## src/rtl/wdg_pkg.sv

```systemverilog
package wdg_pkg;

  typedef enum logic [1:0] {
    WM_START = 2'd0,
    WM_WIN   = 2'd1,
    WM_TOUT  = 2'd2,
    WM_OFF   = 2'd3
  } wdg_mode_e;

  typedef enum logic [1:0] {
    RS_LATE  = 2'd0,
    RS_EARLY = 2'd1,
    RS_CODE  = 2'd2,
    RS_NONE  = 2'd3
  } wdg_rsn_e;

  typedef struct packed {
    logic late;
    logic early;
    logic bad;
    logic wake;
  } wdg_evt_t;

endpackage

```

## src/rtl/wdg_code_chk.sv

```systemverilog
module wdg_code_chk #(
  parameter int WORD_W = 8
) (
  input  logic [WORD_W-1:0] word_i,
  output logic              ok_o
);
  localparam int HALF = WORD_W / 2;

  logic [HALF-1:0] pair_ok;

  // each upper bit must be the inverse of its lower partner
  for (genvar b = 0; b < HALF; b++) begin : g_pair
    assign pair_ok[b] = word_i[b] ^ word_i[b+HALF];
  end

  assign ok_o = &pair_ok;
endmodule

```

## src/rtl/wdg_period_tbl.sv

```systemverilog
module wdg_period_tbl #(
  parameter int SEL_W     = 3,
  parameter int CNT_W     = 13,
  parameter int BASE_LOG2 = 4,
  parameter int TOP_LOG2  = 12
) (
  input  logic [SEL_W-1:0] sel_i,
  output logic [CNT_W-1:0] limit_o
);
  localparam int NSEL = 1 << SEL_W;

  logic [CNT_W-1:0] lim_tbl [NSEL];

  // doubling steps, last entry jumps to the long period
  for (genvar i = 0; i < NSEL; i++) begin : g_ent
    localparam int LOG2_I = (i == NSEL - 1) ? TOP_LOG2 : BASE_LOG2 + i;
    assign lim_tbl[i] = CNT_W'((64'd1 << LOG2_I) - 64'd1);
  end

  assign limit_o = lim_tbl[sel_i];
endmodule

```

## src/rtl/wdg_timer.sv

```systemverilog
module wdg_timer
  import wdg_pkg::*;
#(
  parameter int SEL_W       = 3,
  parameter int CNT_W       = 13,
  parameter int STARTUP_LIM = 8191
) (
  input  logic             clk,
  input  logic             rst,
  input  logic [1:0]       mode_req_i,
  input  logic [SEL_W-1:0] sel_req_i,
  input  logic             wake_en_i,
  input  logic             serve_i,
  input  logic             code_ok_i,
  input  logic [CNT_W-1:0] tbl_lim_i,
  output logic [SEL_W-1:0] sel_q_o,
  output wdg_evt_t         evt_o
);
  wdg_mode_e        mode_q;
  logic [SEL_W-1:0] sel_q;
  logic [CNT_W-1:0] cnt_q;
  logic [CNT_W-1:0] limit_cur;
  logic [CNT_W-1:0] half_cnt;
  logic             expire;
  logic             accept;
  logic             restart;

  assign sel_q_o   = sel_q;
  assign limit_cur = (mode_q == WM_START) ? CNT_W'(STARTUP_LIM) : tbl_lim_i;
  assign half_cnt  = (limit_cur >> 1) + CNT_W'(1);
  assign expire    = (cnt_q == limit_cur) && (mode_q != WM_OFF);

  always_comb begin
    evt_o  = '0;
    accept = 1'b0;
    if (serve_i) begin
      if (!code_ok_i)
        evt_o.bad = 1'b1;
      else if (mode_q == WM_WIN && cnt_q < half_cnt)
        evt_o.early = 1'b1;
      else
        accept = 1'b1;
    end else if (expire) begin
      if (mode_q == WM_TOUT && wake_en_i)
        evt_o.wake = 1'b1;
      else
        evt_o.late = 1'b1;
    end
  end

  assign restart = serve_i | expire;

  always_ff @(posedge clk) begin
    if (rst) begin
      mode_q <= WM_START;
      sel_q  <= '0;
      cnt_q  <= '0;
    end else begin
      if (restart)
        cnt_q <= '0;
      else if (mode_q != WM_OFF)
        cnt_q <= cnt_q + CNT_W'(1);
      if (accept) begin
        mode_q <= wdg_mode_e'(mode_req_i);
        sel_q  <= sel_req_i;
      end
    end
  end


  cnt_in_range_chk: assert property (@(posedge clk) disable iff (rst)
    cnt_q <= limit_cur);


  off_silent_chk: assert property (@(posedge clk) disable iff (rst)
    (mode_q == WM_OFF) |-> (!evt_o.late && !evt_o.wake && !evt_o.early));


  early_only_window_chk: assert property (@(posedge clk) disable iff (rst)
    evt_o.early |-> (mode_q == WM_WIN));


  mode_needs_serve_chk: assert property (@(posedge clk) disable iff (rst)
    (mode_q != $past(mode_q)) |-> $past(serve_i && code_ok_i));


  restart_after_fault_chk: assert property (@(posedge clk) disable iff (rst)
    (evt_o.late || evt_o.bad || evt_o.early || evt_o.wake) |=> (cnt_q == '0));
endmodule

```

## src/rtl/wdg_evt_reg.sv

```systemverilog
module wdg_evt_reg
  import wdg_pkg::*;
(
  input  logic     clk,
  input  logic     rst,
  input  wdg_evt_t evt_i,
  output logic     fault_o,
  output logic [1:0] reason_o,
  output logic     wake_o
);
  wdg_rsn_e rsn_next;
  logic     any_fault;

  assign any_fault = evt_i.late | evt_i.early | evt_i.bad;

  always_comb begin
    if (evt_i.bad)        rsn_next = RS_CODE;
    else if (evt_i.early) rsn_next = RS_EARLY;
    else if (evt_i.late)  rsn_next = RS_LATE;
    else                  rsn_next = RS_NONE;
  end

  always_ff @(posedge clk) begin
    if (rst) begin
      fault_o  <= 1'b0;
      wake_o   <= 1'b0;
      reason_o <= 2'd0;
    end else begin
      fault_o <= any_fault;
      wake_o  <= evt_i.wake;
      if (any_fault)
        reason_o <= rsn_next;
    end
  end


  fault_wake_excl_chk: assert property (@(posedge clk) disable iff (rst)
    !(fault_o && wake_o));


  reason_legal_chk: assert property (@(posedge clk) disable iff (rst)
    fault_o |-> (reason_o != 2'd3));
endmodule

```

## src/rtl/wdg_supervisor.sv

```systemverilog
module wdg_supervisor #(
  parameter int WORD_W        = 8,
  parameter int SEL_W         = 3,
  parameter int BASE_LOG2     = 4,
  parameter int TOP_LOG2      = 12,
  parameter int STARTUP_TICKS = 8192
) (
  input  logic              clk,
  input  logic              rst,
  input  logic [1:0]        mode_i,
  input  logic [SEL_W-1:0]  period_sel_i,
  input  logic              wake_en_i,
  input  logic              serve_i,
  input  logic [WORD_W-1:0] serve_word_i,
  output logic              fault_o,
  output logic [1:0]        fault_reason_o,
  output logic              wake_o
);
  localparam int MAX_TBL = 1 << TOP_LOG2;
  localparam int MAX_P   = (STARTUP_TICKS > MAX_TBL) ? STARTUP_TICKS : MAX_TBL;
  localparam int CNT_W   = $clog2(MAX_P);

  logic             code_ok;
  logic [SEL_W-1:0] sel_q;
  logic [CNT_W-1:0] tbl_lim;
  wdg_pkg::wdg_evt_t evt;

  wdg_code_chk #(.WORD_W(WORD_W)) code_i (
    .word_i (serve_word_i),
    .ok_o   (code_ok)
  );

  wdg_period_tbl #(
    .SEL_W(SEL_W), .CNT_W(CNT_W), .BASE_LOG2(BASE_LOG2), .TOP_LOG2(TOP_LOG2)
  ) tbl_i (
    .sel_i   (sel_q),
    .limit_o (tbl_lim)
  );

  wdg_timer #(
    .SEL_W(SEL_W), .CNT_W(CNT_W), .STARTUP_LIM(STARTUP_TICKS - 1)
  ) tmr_i (
    .clk        (clk),
    .rst        (rst),
    .mode_req_i (mode_i),
    .sel_req_i  (period_sel_i),
    .wake_en_i  (wake_en_i),
    .serve_i    (serve_i),
    .code_ok_i  (code_ok),
    .tbl_lim_i  (tbl_lim),
    .sel_q_o    (sel_q),
    .evt_o      (evt)
  );

  wdg_evt_reg evr_i (
    .clk      (clk),
    .rst      (rst),
    .evt_i    (evt),
    .fault_o  (fault_o),
    .reason_o (fault_reason_o),
    .wake_o   (wake_o)
  );
endmodule

```

## config.mk

```make
export PLATFORM = sky130hd
export DESIGN_NAME = wdg_supervisor
export DESIGN_NICKNAME = d
export VERILOG_FILES = /design/src/rtl/wdg_pkg.sv /design/src/rtl/wdg_code_chk.sv /design/src/rtl/wdg_period_tbl.sv /design/src/rtl/wdg_timer.sv /design/src/rtl/wdg_evt_reg.sv /design/src/rtl/wdg_supervisor.sv
export SDC_FILE = /design/constraint.sdc
export NUM_CORES = 1
export LEC_CHECK = 0
export ABC_CLOCK_PERIOD_IN_PS = 6300
export BUFFER_PORTS_ARGS = -buffer_cell sky130_fd_sc_hd__buf_4
export CAP_MARGIN = 30
export CORE_ASPECT_RATIO = 0.7
export CORE_MARGIN = 2
export CORE_UTILIZATION = 35
export DETAILED_ROUTE_END_ITERATION = 10
export SYNTH_ARGS = -nofsm -noshare
export SYNTH_HDL_FRONTEND = slang
export SYNTH_SLANG_ARGS = --single-unit
```

## constraint.sdc

```tcl
create_clock -name clk -period 6.3 [get_ports clk]
set_input_delay 0.63 -clock clk [delete_from_list [all_inputs] [get_ports clk]]
set_output_delay 0.63 -clock clk [all_outputs]
set_load 0.02 [all_outputs]
```

==> flow_summary.json <==
{
  "cts_max_level": 1,
  "cts_tree": "done",
  "final_nets": 231,
  "antenna_found_initial": 0,
  "drv_slew": 0,
  "routabilityCongestion": 0.854,
  "dpl.hpwl_um": 2590,
  "synth_area_mm2": 0.00154,
  "wl_met3_um": 189,
  "firstDrtPassIters": 4,
  "yosys_register_bits": 22,
  "rsz0062_at_grt": "no",
  "synthCells": 186,
  "worst_path_max_delay_cell": "nor2b_1",
  "diodes": 0,
  "grt_pass1_vias": 1147,
  "portBuffers": 20,
  "yosysTopAreaCell": "dfxtp_1",
  "synth_compound_area_frac": 0.135,
  "synth-main-ff-cell": "dfxtp_1",
  "synth_nets": 214,
  "drc": 0,
  "run_status": "completed",
  "drtAntennaViolNets": 0,
  "worstPathCellList": "o21ba_4 > or2b_1 > ha_1 > o21ai_0 > a21oi_1 > ha_1 > nand4_1 > o311a_1 > o211ai_1 > nor2b_1 > mux2i_1",
  "drt_iter0_markers": 36,
  "ys_types": 45,
  "grt-ovfl-total": 0,
  "hold_buffers": 0,
  "synth_fa_ha_area_frac": 0.0891,
  "hold_viol": 0,
  "cts.sinks": 22,
  "synthArstFlopShare": 0,
  "fmax_mhz": 289,
  "clk_latency_ps": 260,
  "finalCriticalPeriod_ps": 3460,
  "post-synth-top-count-cell": "nor2_1",
  "synthMuxAreaShare": 0.0421,
  "rows": 20,
  "vias": 1263,
  "die_width_um": 83.4,
  "met1_length_um": 1910,
  "p_leak_nw": 0.694,
  "maxSlewHeadroom": 0.569,
  "crit_path_end_kind": "register",
  "wl_um": 3350,
  "power.total_uw": 348,
  "synth_simple_gate_area_frac": 0.284,
  "syn_avg_cell_area_um2": 8.30,
  "maxUsedRoutingLayer": "met4",
  "final_design_area_no_fill_mm2": 0.00177,
  "synth_top_area_share": 0.285,
  "synth_top_family_by_area": "simple AND/OR/NAND/NOR gates",
  "ir_drop_mv": 0.0942,
  "post-cts-setup-buffers": 0,
  "crit_top_cell": "ha_1",
  "grt.total_usage": 0.143,
  "worstPathMaxFanout": 10,
  "setup_viol": 0,
  "yosys_warnings": 0,
  "synth-xor-area-share": 0.108,
  "root_buffer": "clkbuf_8",
  "grt_max_degree": 16,
  "clk_path_buf_depth": 2,
  "wl_per_cell_um": 13.0,
  "cp_data_required_time_ps": 6490,
  "area_delta_synth_final_pct": 14.5,
  "fin_skew_ps": 2.22,
  "synth_common_cells": "23 x nor2_1, 22 x dfxtp_1, 16 x nand2_1",
  "grt_pass1_wl_um": 5610,
  "die_h_um": 59.6,
  "cts-buffers-inserted": 3,
  "fin_util": 0.413,
  "yosysSeqAreaShare": 0.285,
  "coreArea_mm2": 0.00428,
  "critPathTopFamily": "compound AO/OA/AOI/OAI gates",
  "start_util": 0.361,
  "num_io_pins": 21,
  "cts-resized-gates": 0,
  "cp_data_arrival_time_ps": 3650,
  "finalCritPeriodShare": 0.549,
  "powerDensity_mw_per_mm2": 197,
  "die_area_mm2": 0.00497,
  "tightest_slew_ps": 644,
  "drive_gt1_frac": 0.144,
  "critPathKind": "register to register",
  "yosys-top-cells-area": "dfxtp_1 29%, ha_1 8.9%, xnor2_1 6.2%",
  "clk_pin_slew_ps": 80,
  "dr_wl_met2_um": 1240,
  "worst_setup_path_start_kind": "register",
  "tns_ps": 0,
  "cap_violations": 0,
  "place_area_mm2": 0.00170,
  "cp_num_buf_inv": 0,
  "critPathMaxStageDelay_ps": 580,
  "vias_per_cell": 4.91,
  "hold_class": "register to register",
  "synth_edf_count": 0
}
registers in the layout (all words and copies together) (netlist names):
signal          cells
tmr_i.sel_q_o       3
evr_i.fault_o       1
tmr_i.cnt_q        13
evr_i.reason_o      2
tmr_i.mode_q        2
evr_i.wake_o        1
area by class of cell:
type                    count  area, um2
clock inverters             1       30.0
flip-flops and latches     22        440
fillers                   436       2510
repair buffers             20        150
well taps                  55       68.8
multi-input cells         151       1020
inverters                   5       18.8
clock buffers               3       41.3
kinds of logic (layout without fill, tap and decap cells):
logic type / Yosys count / after routing
buffers and inverters: 13 / 29
AOI/OAI and AO/OA: 31 / 31
and+or+nand+nor: 83 / 83
DFF: 22 / 22
muxes: 6 / 6
other: 1 / 1
adders and majority gates: 11 / 11
xor gates and xnor gates: 19 / 19
tightest hold or removal path: stages, from the launching register on:
cell     delay, ps
dfxtp_1        330
nand2_1         60
a21oi_1         50
final timing paths:
| check | startpoint | endpoint | slack (ps) | cells past startpoint |
|---|---|---|---|---|
| worst max-delay path | tmr_i.mode_q[1]$_SDFFE_PP0P_ | tmr_i.mode_q[0]$_SDFFE_PP0P_ | 2840 | 11 |
| worst min-delay path | evr_i.reason_o[0]$_SDFFE_PP0P_ | evr_i.reason_o[0]$_SDFFE_PP0P_ | 480 | 2 |
| worst max register to register | tmr_i.mode_q[1]$_SDFFE_PP0P_ | tmr_i.mode_q[0]$_SDFFE_PP0P_ | 2840 | 11 |
| worst min register to register | evr_i.reason_o[0]$_SDFFE_PP0P_ | evr_i.reason_o[0]$_SDFFE_PP0P_ | 480 | 2 |
metrics by stage:
stage,std cells,worst slack [ps],hold slack [ps]
6_report,257,2840,484
5_1_grt,257,2600,530
4_1_cts,257,2880,492
3_5_place_dp,253,2930,471
3_3_place_gp,253,3060,468
2_1_floorplan,186,3510,452
where the power goes:
group          switching [mW]  total, mW  internal [mW]
combinational          0.0330     0.0653         0.0323
sequential            0.00677      0.149          0.143
clock                  0.0484      0.133         0.0849
total                  0.0881      0.348          0.260
layer usage:
metal,vias up,GRT usage
met5,-,0
met4,0,0.0211
met3,2,0.0376
met2,25,0.185
met1,553,0.230
li1,683,-
cells in the final DEF (no fill, tap or decap), types with 2 or more instances in the layout:
cell and count:
o211ai_1 2, xnor2_1 11, a21o_1 2, o21ai_0 5
nand2_1 16, nor2b_1 3, nand4_1 6, nor2_1 23
dfxtp_1 22, or4_1 2, or2b_1 2, buf_4 20
nand2b_1 9, ha_1 11, mux2i_1 5, clkbuf_8 3
and3_1 4, nor3_1 3, inv_1 5, a21oi_1 12
xor2_1 8, nand3_1 5, nor3b_1 2
No activity file was read; power rests on OpenSTA's default activity.
